[config.mk]
export PLATFORM = sky130hd
export DESIGN_NAME = tmr_core_top
export DESIGN_NICKNAME = d
export VERILOG_FILES = /design/src/rtl/tmr_pkg.sv /design/src/rtl/tmr_rst_sync.sv /design/src/rtl/tmr_edge_sync.sv /design/src/rtl/tmr_prescaler.sv /design/src/rtl/tmr_count_core.sv /design/src/rtl/tmr_core_top.sv
export SDC_FILE = /design/constraint.sdc
export NUM_CORES = 1
export LEC_CHECK = 0
export BUFFER_PORTS_ARGS = -buffer_cell sky130_fd_sc_hd__buf_2
export CAP_MARGIN = 20
export CORE_MARGIN = 2
export CORE_UTILIZATION = 47
export DETAILED_ROUTE_END_ITERATION = 10
export PLACE_DENSITY = 0.72
export SLEW_MARGIN = 25
export SYNTH_ARGS = -nofsm -noshare
export SYNTH_HDL_FRONTEND = slang
export SYNTH_HIERARCHICAL = 1
export SYNTH_SLANG_ARGS = --single-unit
[constraint.sdc]
create_clock -name clk -period 2.6 [get_ports clk]
set_input_delay 0.52 -clock clk [delete_from_list [all_inputs] [get_ports clk]]
set_output_delay 0.52 -clock clk [all_outputs]
set_load 0.02 [all_outputs]
[src/rtl/tmr_pkg.sv]
package tmr_pkg;
  localparam int unsigned CNT_W_DEF  = 8;
  localparam int unsigned PRE_W_DEF  = 8;
  localparam int unsigned SEL_W_DEF  = 3;
  localparam int unsigned SYNC_DEF   = 2;
  localparam int unsigned HOLD_DEF   = 2;

  typedef enum logic {
    SRC_CYCLE = 1'b0,
    SRC_PIN   = 1'b1
  } src_e;

  typedef enum logic {
    PRE_ON_CNT = 1'b0,
    PRE_ON_WDT = 1'b1
  } pre_own_e;
endpackage

[src/rtl/tmr_rst_sync.sv]
module tmr_rst_sync #(
  parameter int unsigned DEPTH = 2
) (
  input  logic clk,
  input  logic rst_n,
  output logic rst_n_sync
);
  logic [DEPTH-1:0] chain_q;
  logic [DEPTH-1:0] chain_d;

  always_comb begin
    chain_d = {chain_q[DEPTH-2:0], 1'b1};
  end

  always_ff @(posedge clk or negedge rst_n) begin
    if (!rst_n) chain_q <= '0;
    else        chain_q <= chain_d;
  end

  assign rst_n_sync = chain_q[DEPTH-1];
endmodule

[src/rtl/tmr_edge_sync.sv]
module tmr_edge_sync #(
  parameter int unsigned STAGES = 2
) (
  input  logic clk,
  input  logic rst_n,
  input  logic pin,
  input  logic fall_sel,
  output logic evt
);
  localparam int unsigned LEN = STAGES + 1;

  logic [LEN-1:0] lvl_q;
  logic [LEN-1:0] lvl_d;

  always_comb lvl_d[0] = pin;

  for (genvar i = 1; i < LEN; i++) begin : g_stage
    always_comb lvl_d[i] = lvl_q[i-1];
  end

  always_ff @(posedge clk or negedge rst_n) begin
    if (!rst_n) lvl_q <= '0;
    else        lvl_q <= lvl_d;
  end

  logic cur_lvl, old_lvl;
  assign cur_lvl = lvl_q[STAGES-1];
  assign old_lvl = lvl_q[STAGES];

  always_comb begin
    if (fall_sel) evt = old_lvl & ~cur_lvl;
    else          evt = ~old_lvl & cur_lvl;
  end
endmodule

[src/rtl/tmr_prescaler.sv]
module tmr_prescaler #(
  parameter int unsigned PRE_W = 8,
  parameter int unsigned SEL_W = 3
) (
  input  logic             clk,
  input  logic             rst_n,
  input  logic             clr,
  input  logic             adv,
  input  logic [SEL_W-1:0] sel,
  output logic             carry
);
  logic [PRE_W-1:0] cnt_q;
  logic [PRE_W-1:0] cnt_d;
  logic [PRE_W:0]   span;
  logic [PRE_W-1:0] mask;

  always_comb begin
    span = (PRE_W+1)'(1) << (32'(sel) + 32'd1);
    mask = PRE_W'(span - (PRE_W+1)'(1));
  end

  assign carry = adv & ((cnt_q & mask) == mask);

  always_comb begin
    cnt_d = cnt_q;
    if (clr)      cnt_d = '0;
    else if (adv) cnt_d = cnt_q + PRE_W'(1);
  end

  always_ff @(posedge clk or negedge rst_n) begin
    if (!rst_n) cnt_q <= '0;
    else        cnt_q <= cnt_d;
  end
endmodule

[src/rtl/tmr_count_core.sv]
module tmr_count_core #(
  parameter int unsigned CNT_W    = 8,
  parameter int unsigned HOLD_CYC = 2
) (
  input  logic             clk,
  input  logic             rst_n,
  input  logic             cyc_en,
  input  logic             halt,
  input  logic             inc,
  input  logic             wr_en,
  input  logic [CNT_W-1:0] wr_data,
  input  logic             flag_clr,
  output logic [CNT_W-1:0] cnt,
  output logic             flag,
  output logic             blocked
);
  localparam int unsigned HOLD_W = $clog2(HOLD_CYC + 1);
  localparam logic [CNT_W-1:0] TOP = {CNT_W{1'b1}};

  logic [CNT_W-1:0]  cnt_q, cnt_d;
  logic [HOLD_W-1:0] hold_q, hold_d;
  logic              flag_q, flag_d;
  logic              wrap;

  assign blocked = (hold_q != '0);

  always_comb begin
    cnt_d  = cnt_q;
    hold_d = hold_q;
    wrap   = 1'b0;
    if (wr_en) begin
      cnt_d  = wr_data;
      hold_d = HOLD_W'(HOLD_CYC);
    end else begin
      if (blocked && cyc_en) hold_d = hold_q - HOLD_W'(1);
      if (inc) begin
        cnt_d = cnt_q + CNT_W'(1);
        wrap  = (cnt_q == TOP);
      end
    end
  end

  always_comb begin
    flag_d = flag_q;
    if (wrap)          flag_d = 1'b1;
    else if (flag_clr) flag_d = 1'b0;
  end

  always_ff @(posedge clk or negedge rst_n) begin
    if (!rst_n) begin
      cnt_q  <= '0;
      hold_q <= '0;
      flag_q <= 1'b0;
    end else begin
      cnt_q  <= cnt_d;
      hold_q <= hold_d;
      flag_q <= flag_d;
    end
  end

  assign cnt  = cnt_q;
  assign flag = flag_q;


  wr_load_chk: assert property (@(posedge clk) disable iff (!rst_n)
    wr_en |=> (cnt_q == $past(wr_data)));


  wr_hold_chk: assert property (@(posedge clk) disable iff (!rst_n)
    wr_en |=> !inc);


  ovf_set_chk: assert property (@(posedge clk) disable iff (!rst_n)
    (inc && !wr_en && cnt_q == TOP) |=> (flag_q && cnt_q == '0));


  flag_hold_chk: assert property (@(posedge clk) disable iff (!rst_n)
    (flag_q && !flag_clr) |=> flag_q);


  halt_freeze_chk: assert property (@(posedge clk) disable iff (!rst_n)
    (halt && !wr_en) |=> $stable(cnt_q));
endmodule

[src/rtl/tmr_core_top.sv]
module tmr_core_top
  import tmr_pkg::*;
#(
  parameter int unsigned CNT_W       = CNT_W_DEF,
  parameter int unsigned PRE_W       = PRE_W_DEF,
  parameter int unsigned SEL_W       = SEL_W_DEF,
  parameter int unsigned SYNC_STAGES = SYNC_DEF,
  parameter int unsigned HOLD_CYC    = HOLD_DEF
) (
  input  logic             clk,
  input  logic             rst_n,
  input  logic             cyc_en,
  input  logic             ext_in,
  input  logic             halt,
  input  logic             wdt_src,
  input  logic             src_ext,
  input  logic             edge_fall,
  input  logic             pre_to_wdt,
  input  logic [SEL_W-1:0] ratio_sel,
  input  logic             irq_en,
  input  logic             wr_en,
  input  logic [CNT_W-1:0] wr_data,
  input  logic             flag_clr,
  output logic [CNT_W-1:0] rd_data,
  output logic             ovf_flag,
  output logic             irq,
  output logic             wdt_tick
);
  logic rst_n_i;
  logic pin_evt;
  logic src_evt;
  logic gate_evt;
  logic pre_adv;
  logic pre_carry;
  logic cnt_inc;
  logic blocked;
  src_e     src_mode;
  pre_own_e pre_own;

  assign src_mode = src_e'(src_ext);
  assign pre_own  = pre_own_e'(pre_to_wdt);

  tmr_rst_sync #(.DEPTH(2)) u_rst (
    .clk        (clk),
    .rst_n      (rst_n),
    .rst_n_sync (rst_n_i)
  );

  tmr_edge_sync #(.STAGES(SYNC_STAGES)) u_edge (
    .clk      (clk),
    .rst_n    (rst_n_i),
    .pin      (ext_in),
    .fall_sel (edge_fall),
    .evt      (pin_evt)
  );

  always_comb begin
    src_evt  = (src_mode == SRC_PIN) ? pin_evt : cyc_en;
    gate_evt = src_evt & ~halt & ~blocked;
    if (pre_own == PRE_ON_WDT) begin
      pre_adv  = wdt_src;
      cnt_inc  = gate_evt;
      wdt_tick = pre_carry;
    end else begin
      pre_adv  = gate_evt;
      cnt_inc  = pre_carry;
      wdt_tick = 1'b0;
    end
  end

  tmr_prescaler #(.PRE_W(PRE_W), .SEL_W(SEL_W)) u_pre (
    .clk   (clk),
    .rst_n (rst_n_i),
    .clr   (wr_en),
    .adv   (pre_adv),
    .sel   (ratio_sel),
    .carry (pre_carry)
  );

  tmr_count_core #(.CNT_W(CNT_W), .HOLD_CYC(HOLD_CYC)) u_core (
    .clk      (clk),
    .rst_n    (rst_n_i),
    .cyc_en   (cyc_en),
    .halt     (halt),
    .inc      (cnt_inc),
    .wr_en    (wr_en),
    .wr_data  (wr_data),
    .flag_clr (flag_clr),
    .cnt      (rd_data),
    .flag     (ovf_flag),
    .blocked  (blocked)
  );

  assign irq = ovf_flag & irq_en;


  wdt_quiet_chk: assert property (@(posedge clk) disable iff (!rst_n_i)
    (pre_own == PRE_ON_CNT) |-> !wdt_tick);
endmodule

==> reports/qor.yml, run 1 <==
final_layout:
  final_util: 0.643
  nets: 216
  ff_latch_area_um2: 601
  fin_area_um2: 1760
  fillers: 238
  drive_above_1_share: 0.372
  multiInputGateArea_um2: 737
  synthToLayoutAreaGrowth_pct: 30.6
  num_antenna_cells: 0
die:
  pin_count: 34
  start_util: 0.492
  die_h_um: 57.5
  chipWidth_um: 57.5
  die_area_um2: 3310
  core-area_um2: 2730
  rows: 19
global_route:
  antenna_found_initial: 0
  grtUsageTotal: 0.199
  overflow: 0
  grt_max_degree: 31
  grt_pass1_vias: 1152
  grt_pass1_wl_um: 5150
synthesis:
  synth_nets: 167
  synth_area_leaders: "dfrtp_1, o21ai_0, xor2_1"
  synth-async-reset-ratio: 1.00
  synth_warnings: 6
  syn_avg_cell_area_um2: 9.61
  synth_edf_count: 0
  ys_types: 39
  netlist_area_um2: 1350
  ys.flop_type: "dfrtp_1"
  ys_ff_latch: 24
  netlist_instances: 140
  yosysTopAreaCell: "dfrtp_1"
  ys_seq_area_frac: 0.447
  synth_top_area_frac: 0.447
worst_hold_path:
  min_path_cells: 1
  holdCritPathClass: "primary input to register"
sta:
  setup_violations: 7
  tightest_slew_ns: 0.889
  hold_viol: 0
  fin_crit_ns: 2.80
  setup_ws_ns: -0.203
  fmax_mhz: 357
  worst_clock_skew_ns: 0.0132
  final.period_utilization: 1.08
  slew_violations: 0
  slew_headroom: 0.408
  rsz0062_at_grt: "true"
placement:
  io_buffer_count: 33
  gp_congestion: 0.850
  pre_cts_slack_ns: -0.350
  postPlaceCellArea_um2: 1610
  hpwl_um: 2270
critical_path:
  worstPathArrival_ns: 2.28
  worstSetupPathType: "register to output pin"
  ff2ff_path_depth: 13
  crit_required_ns: 2.08
  cp-start-kind: "register"
  crit_fanout: 2
  worstSetupEndpointType: "output pin"
power_and_ir_drop:
  powerDensity_nw_per_um2: 489
  power_uw: 859
  p_leak_nw: 0.813
  ir_worst_vdd_mv: 0.442
outcome:
  violations: "negative setup slack"
  status: "finished, violations left"
clocking:
  h-tree-depth: 1
  clkSinkCount: 24
  clk_latency_ns: 0.32
  cts_tree: "done"
  cts_made_buffers: 3
  cts_root_buf: "clkbuf_4"
  max-clock-path-buffers: 2
  clkTransAtPathRegs_ns: 0.15
routing:
  routed_wl_um: 3020
  drt-initial-drc-count: 35
  post-route-drc-count: 0
  drtAntennaViolNets: 0
  vias: 1195
  vias_per_cell: 5.46
  firstDrtPassIters: 4
  avgRoutedWirePerCell_um: 13.8
flow_run:
  cap_viol_max_count: 0
==> path summary, 6_finish.rpt <==
check,from,to,slack [ns]
setup / recovery,u_core/hold_q[1],wdt_tick,-0.20
hold / removal,ext_in,u_edge/lvl_q[0],0.30
setup reg to reg,u_core/hold_q[1],u_core/cnt[7],-0.13
hold reg to reg,u_rst/chain_q[1],u_edge/lvl_q[1],0.36
max in group asynchronous,u_rst/chain_q[1],u_pre/cnt_q[3],1.68
min in group asynchronous,u_rst/chain_q[1],u_edge/lvl_q[1],0.36
==> area by class of cell <==
type                    count  share of cell area
repair buffers             50               0.174
clock buffers               3              0.0128
inverters                   6              0.0128
clock inverters             1              0.0171
flip-flops and latches     24               0.342
well taps                  31              0.0221
multi-input cells         104               0.420
==> cell usage after synthesis, types with 3 or more instances <==
cell     number
or4_1         4
nand3_1       5
nand2_1      15
mux2i_1       4
nor2_1       11
a21oi_1       3
o21ai_0      13
xnor2_1       3
dfrtp_1      24
nor2b_1       3
inv_1         6
xor2_1        7
nand4_1       5
ha_1          4
buf_6         3
==> worst max-delay path, stage by stage (launching register included) <==
cell and delay, ns:
dfrtp_1 0.41, inv_1 0.06, ha_2 0.17, inv_2 0.04
o41ai_2 0.31, buf_4 0.17, o2111ai_2 0.12, nor3_2 0.20
o221a_1 0.22, and2_4 0.15, buf_6 0.11
==> kinds of logic (layout without fill, tap and decap cells) <==
family,Yosys count,after routing,synth area share
simple gates,58,58,0.235
compound gates,26,26,0.124
flops,24,24,0.447
buf+inv,12,60,0.0567
xor+xnor,10,10,0.0651
fa+ha+maj,4,4,0.0372
mux,4,4,0.0298
other cells,2,2,0.00558
==> per-stage QoR <==
stage	TNS (ns)	instances	hold slack [ns]
floorplan	-0.146	140	0.224
finish	-0.662	219	0.304
detailed placement	-2.61	210	0.308
global placement	-1.18	210	0.306
global route	-2.17	219	0.273
CTS	-0.899	218	0.291
==> routing by layer <==
| layer | part of all wire | track usage | vias up |
|---|---|---|---|
| li1 | - | - | 590 |
| met1 | 0.44 | 0.272 | 577 |
| met2 | 0.51 | 0.325 | 26 |
| met3 | 0.037 | 0.0340 | 2 |
| met4 | 0.0053 | 0.0598 | 0 |
| met5 | 0 | 0 | - |
==> registers in the layout (all words and copies together), names as in the netlist <==
register / flops
u_core/hold_q: 2
u_pre/cnt_q: 8
u_core/flag: 1
u_rst/chain_q: 2
u_edge/lvl_q: 3
u_core/cnt: 8
==> repair_timing <==
item                       4_1_cts  5_1_grt
pin swaps                        6        4
gates resized for setup         11        7
hold buffers                     1        0
setup endpoints to repair        9       10
hold endpoints to repair         2        0
cloned                           0        0
setup buffers                    3        1
==> cell usage in the layout (no fill, tap or decap), types with 4 or more instances in the layout <==
master / netlist / layout
nand3_1: 5 / 4
nor2_1: 11 / 11
xor2_1: 7 / 7
o21ai_0: 13 / 8
inv_1: 6 / 4
dfrtp_1: 24 / 24
buf_2: 1 / 32
o21ai_1: 0 / 5
nand2_1: 15 / 14
buf_4: 2 / 15
nand4_1: 5 / 5
==> power breakdown <==
| part | switching [mW] | internal [mW] |
|---|---|---|
| combinational | 0.0801 | 0.0775 |
| sequential | 0.0319 | 0.395 |
| clock | 0.118 | 0.156 |
Note: power is estimated with default switching activity, not from simulation.
==> inputs of run 2 (changes only) <==
Settings changed: TNS_END_PERCENT set to 30.
==> reports/qor.yml, run 2 (synthesis gave the netlist of run 1 again) <==
outcome:
  status: "finished, violations left"
  violations: "negative setup slack"
critical_path:
  crit_required_ns: 2.08
  worstSetupPathType: "register to output pin"
  worstPathArrival_ns: 2.20
  worst-r2r-setup-slack_ns: -0.08
  crit_fanout: 3
  r2r_start: "u_edge/lvl_q[1]"
  worstSetupEndpointType: "output pin"
  cp-start-kind: "register"
  ff2ff_path_depth: 13
  critPathLaunch: "u_edge/lvl_q[1]"
  endpoint: "wdt_tick"
  rr_endpoint: "u_core/cnt[7]"
global_route:
  overflow: 0
  antenna_found_initial: 0
  grt_max_degree: 32
  grt_pass1_wl_um: 4440
  grtUsageTotal: 0.168
  grt_pass1_vias: 1101
flow_run:
  cap_viol_max_count: 0
die:
  chipWidth_um: 57.5
  core-area_um2: 2730
  pin_count: 34
  die_area_um2: 3310
  rows: 19
  die_h_um: 57.5
  start_util: 0.492
clocking:
  max-clock-path-buffers: 2
  cts_root_buf: "clkbuf_4"
  clk_latency_ns: 0.31
  h-tree-depth: 1
  cts_tree: "done"
  clkSinkCount: 24
  cts_made_buffers: 3
  clkTransAtPathRegs_ns: 0.13
power_and_ir_drop:
  ir_worst_vdd_mv: 0.387
  p_leak_nw: 0.812
  powerDensity_nw_per_um2: 446
routing:
  routed_wl_um: 2760
  drt-initial-drc-count: 28
  avgRoutedWirePerCell_um: 12.8
  vias_per_cell: 5.42
  drtAntennaViolNets: 0
  vias: 1171
  firstDrtPassIters: 2
  post-route-drc-count: 0
worst_hold_path:
  holdCritPathClass: "primary input to register"
sta:
  hold_viol: 0
  worst_clock_skew_ns: 0.00751
  slew_violations: 0
  fmax_mhz: 367
  rsz0062_at_grt: "true"
  tightest_slew_ns: 0.880
  fin_crit_ns: 2.72
  setup_ws_ns: -0.123
  slew_headroom: 0.414
  setup_violations: 4
  final.period_utilization: 1.05
final_layout:
  final_cells: 216
  nets: 213
  drive_above_1_share: 0.373
  num_antenna_cells: 0
  final_common_cell: "buf_2"
  synthToLayoutAreaGrowth_pct: 28.9
  final_cell_mix: "buf_2, dfrtp_1, nand2_1"
placement:
  gp_congestion: 0.861
  io_buffer_count: 33
  dp_cells: 208
  pre_cts_slack_ns: -0.367
  hpwl_um: 1980
run 2: routing by layer:
metal  GRT usage  routed length, um
met5           0                  0
met3      0.0227                 69
met4      0.0498                 16
met2       0.292               1410
met1       0.218               1260
run 2: power by group:
group          leakage (nW)  switching [mW]  internal, mW
Sequential            0.304          0.0301         0.395
Clock                0.0210           0.105        0.0854
Combinational         0.487          0.0815        0.0764
run 2: final cells by class:
class | instances | area, um^2
clock buffer | 4 | 36.3
inverter | 6 | 22.5
tap | 31 | 38.8
sequential | 24 | 601
timing repair buffer | 47 | 283
multi-input combinational | 104 | 753
fill | 242 | 1000
run 2: through the flow:
step / utilization / power [mW] / cell area (um^2) / hold slack [ns] / setup TNS (ns)
2_1_floorplan: - / 0.514 / 1370 / 0.224 / -0.161
3_3_place_gp: 0.584 / 0.565 / 1600 / 0.305 / -1.31
3_5_place_dp: 0.584 / 0.571 / 1600 / 0.306 / -2.61
4_1_cts: 0.616 / 0.772 / 1680 / 0.287 / -0.940
5_1_grt: 0.634 / 0.815 / 1730 / 0.288 / -1.58
6_report: 0.634 / 0.774 / 1730 / 0.304 / -0.266
run 2: what timing repair did:
action / CTS / global route
gates cloned: 0 / 0
hold endpoints to repair: 2 / 0
pin swaps: 6 / 3
endpoints found under the setup margin: 10 / 10
hold buffers: 1 / 0
gates resized for setup: 5 / 15
buffers inserted: 2 / 1
run 2: how the worst min path moves through the flow:
stage / start / slack (ns) / endpoint / cells past startpoint
after floorplan: rst_n / 0.22 / u_rst/chain_q[0] / 0
after global placement: rst_n / 0.31 / u_rst/chain_q[0] / 1
after detailed placement: rst_n / 0.31 / u_rst/chain_q[1] / 1
after CTS: ext_in / 0.29 / u_edge/lvl_q[0] / 1
after global routing: ext_in / 0.29 / u_edge/lvl_q[0] / 1
final: ext_in / 0.30 / u_edge/lvl_q[0] / 1
run 2: worst max-delay path: stages, from the launching register on:
cell       delay [ns]
dfrtp_1          0.44
nand3b_1         0.18
o21ai_2          0.07
mux2i_2          0.11
o41ai_4          0.21
buf_4            0.16
o2111ai_2        0.12
nor3_2           0.12
o221a_1          0.22
and2_2           0.15
buf_6            0.11
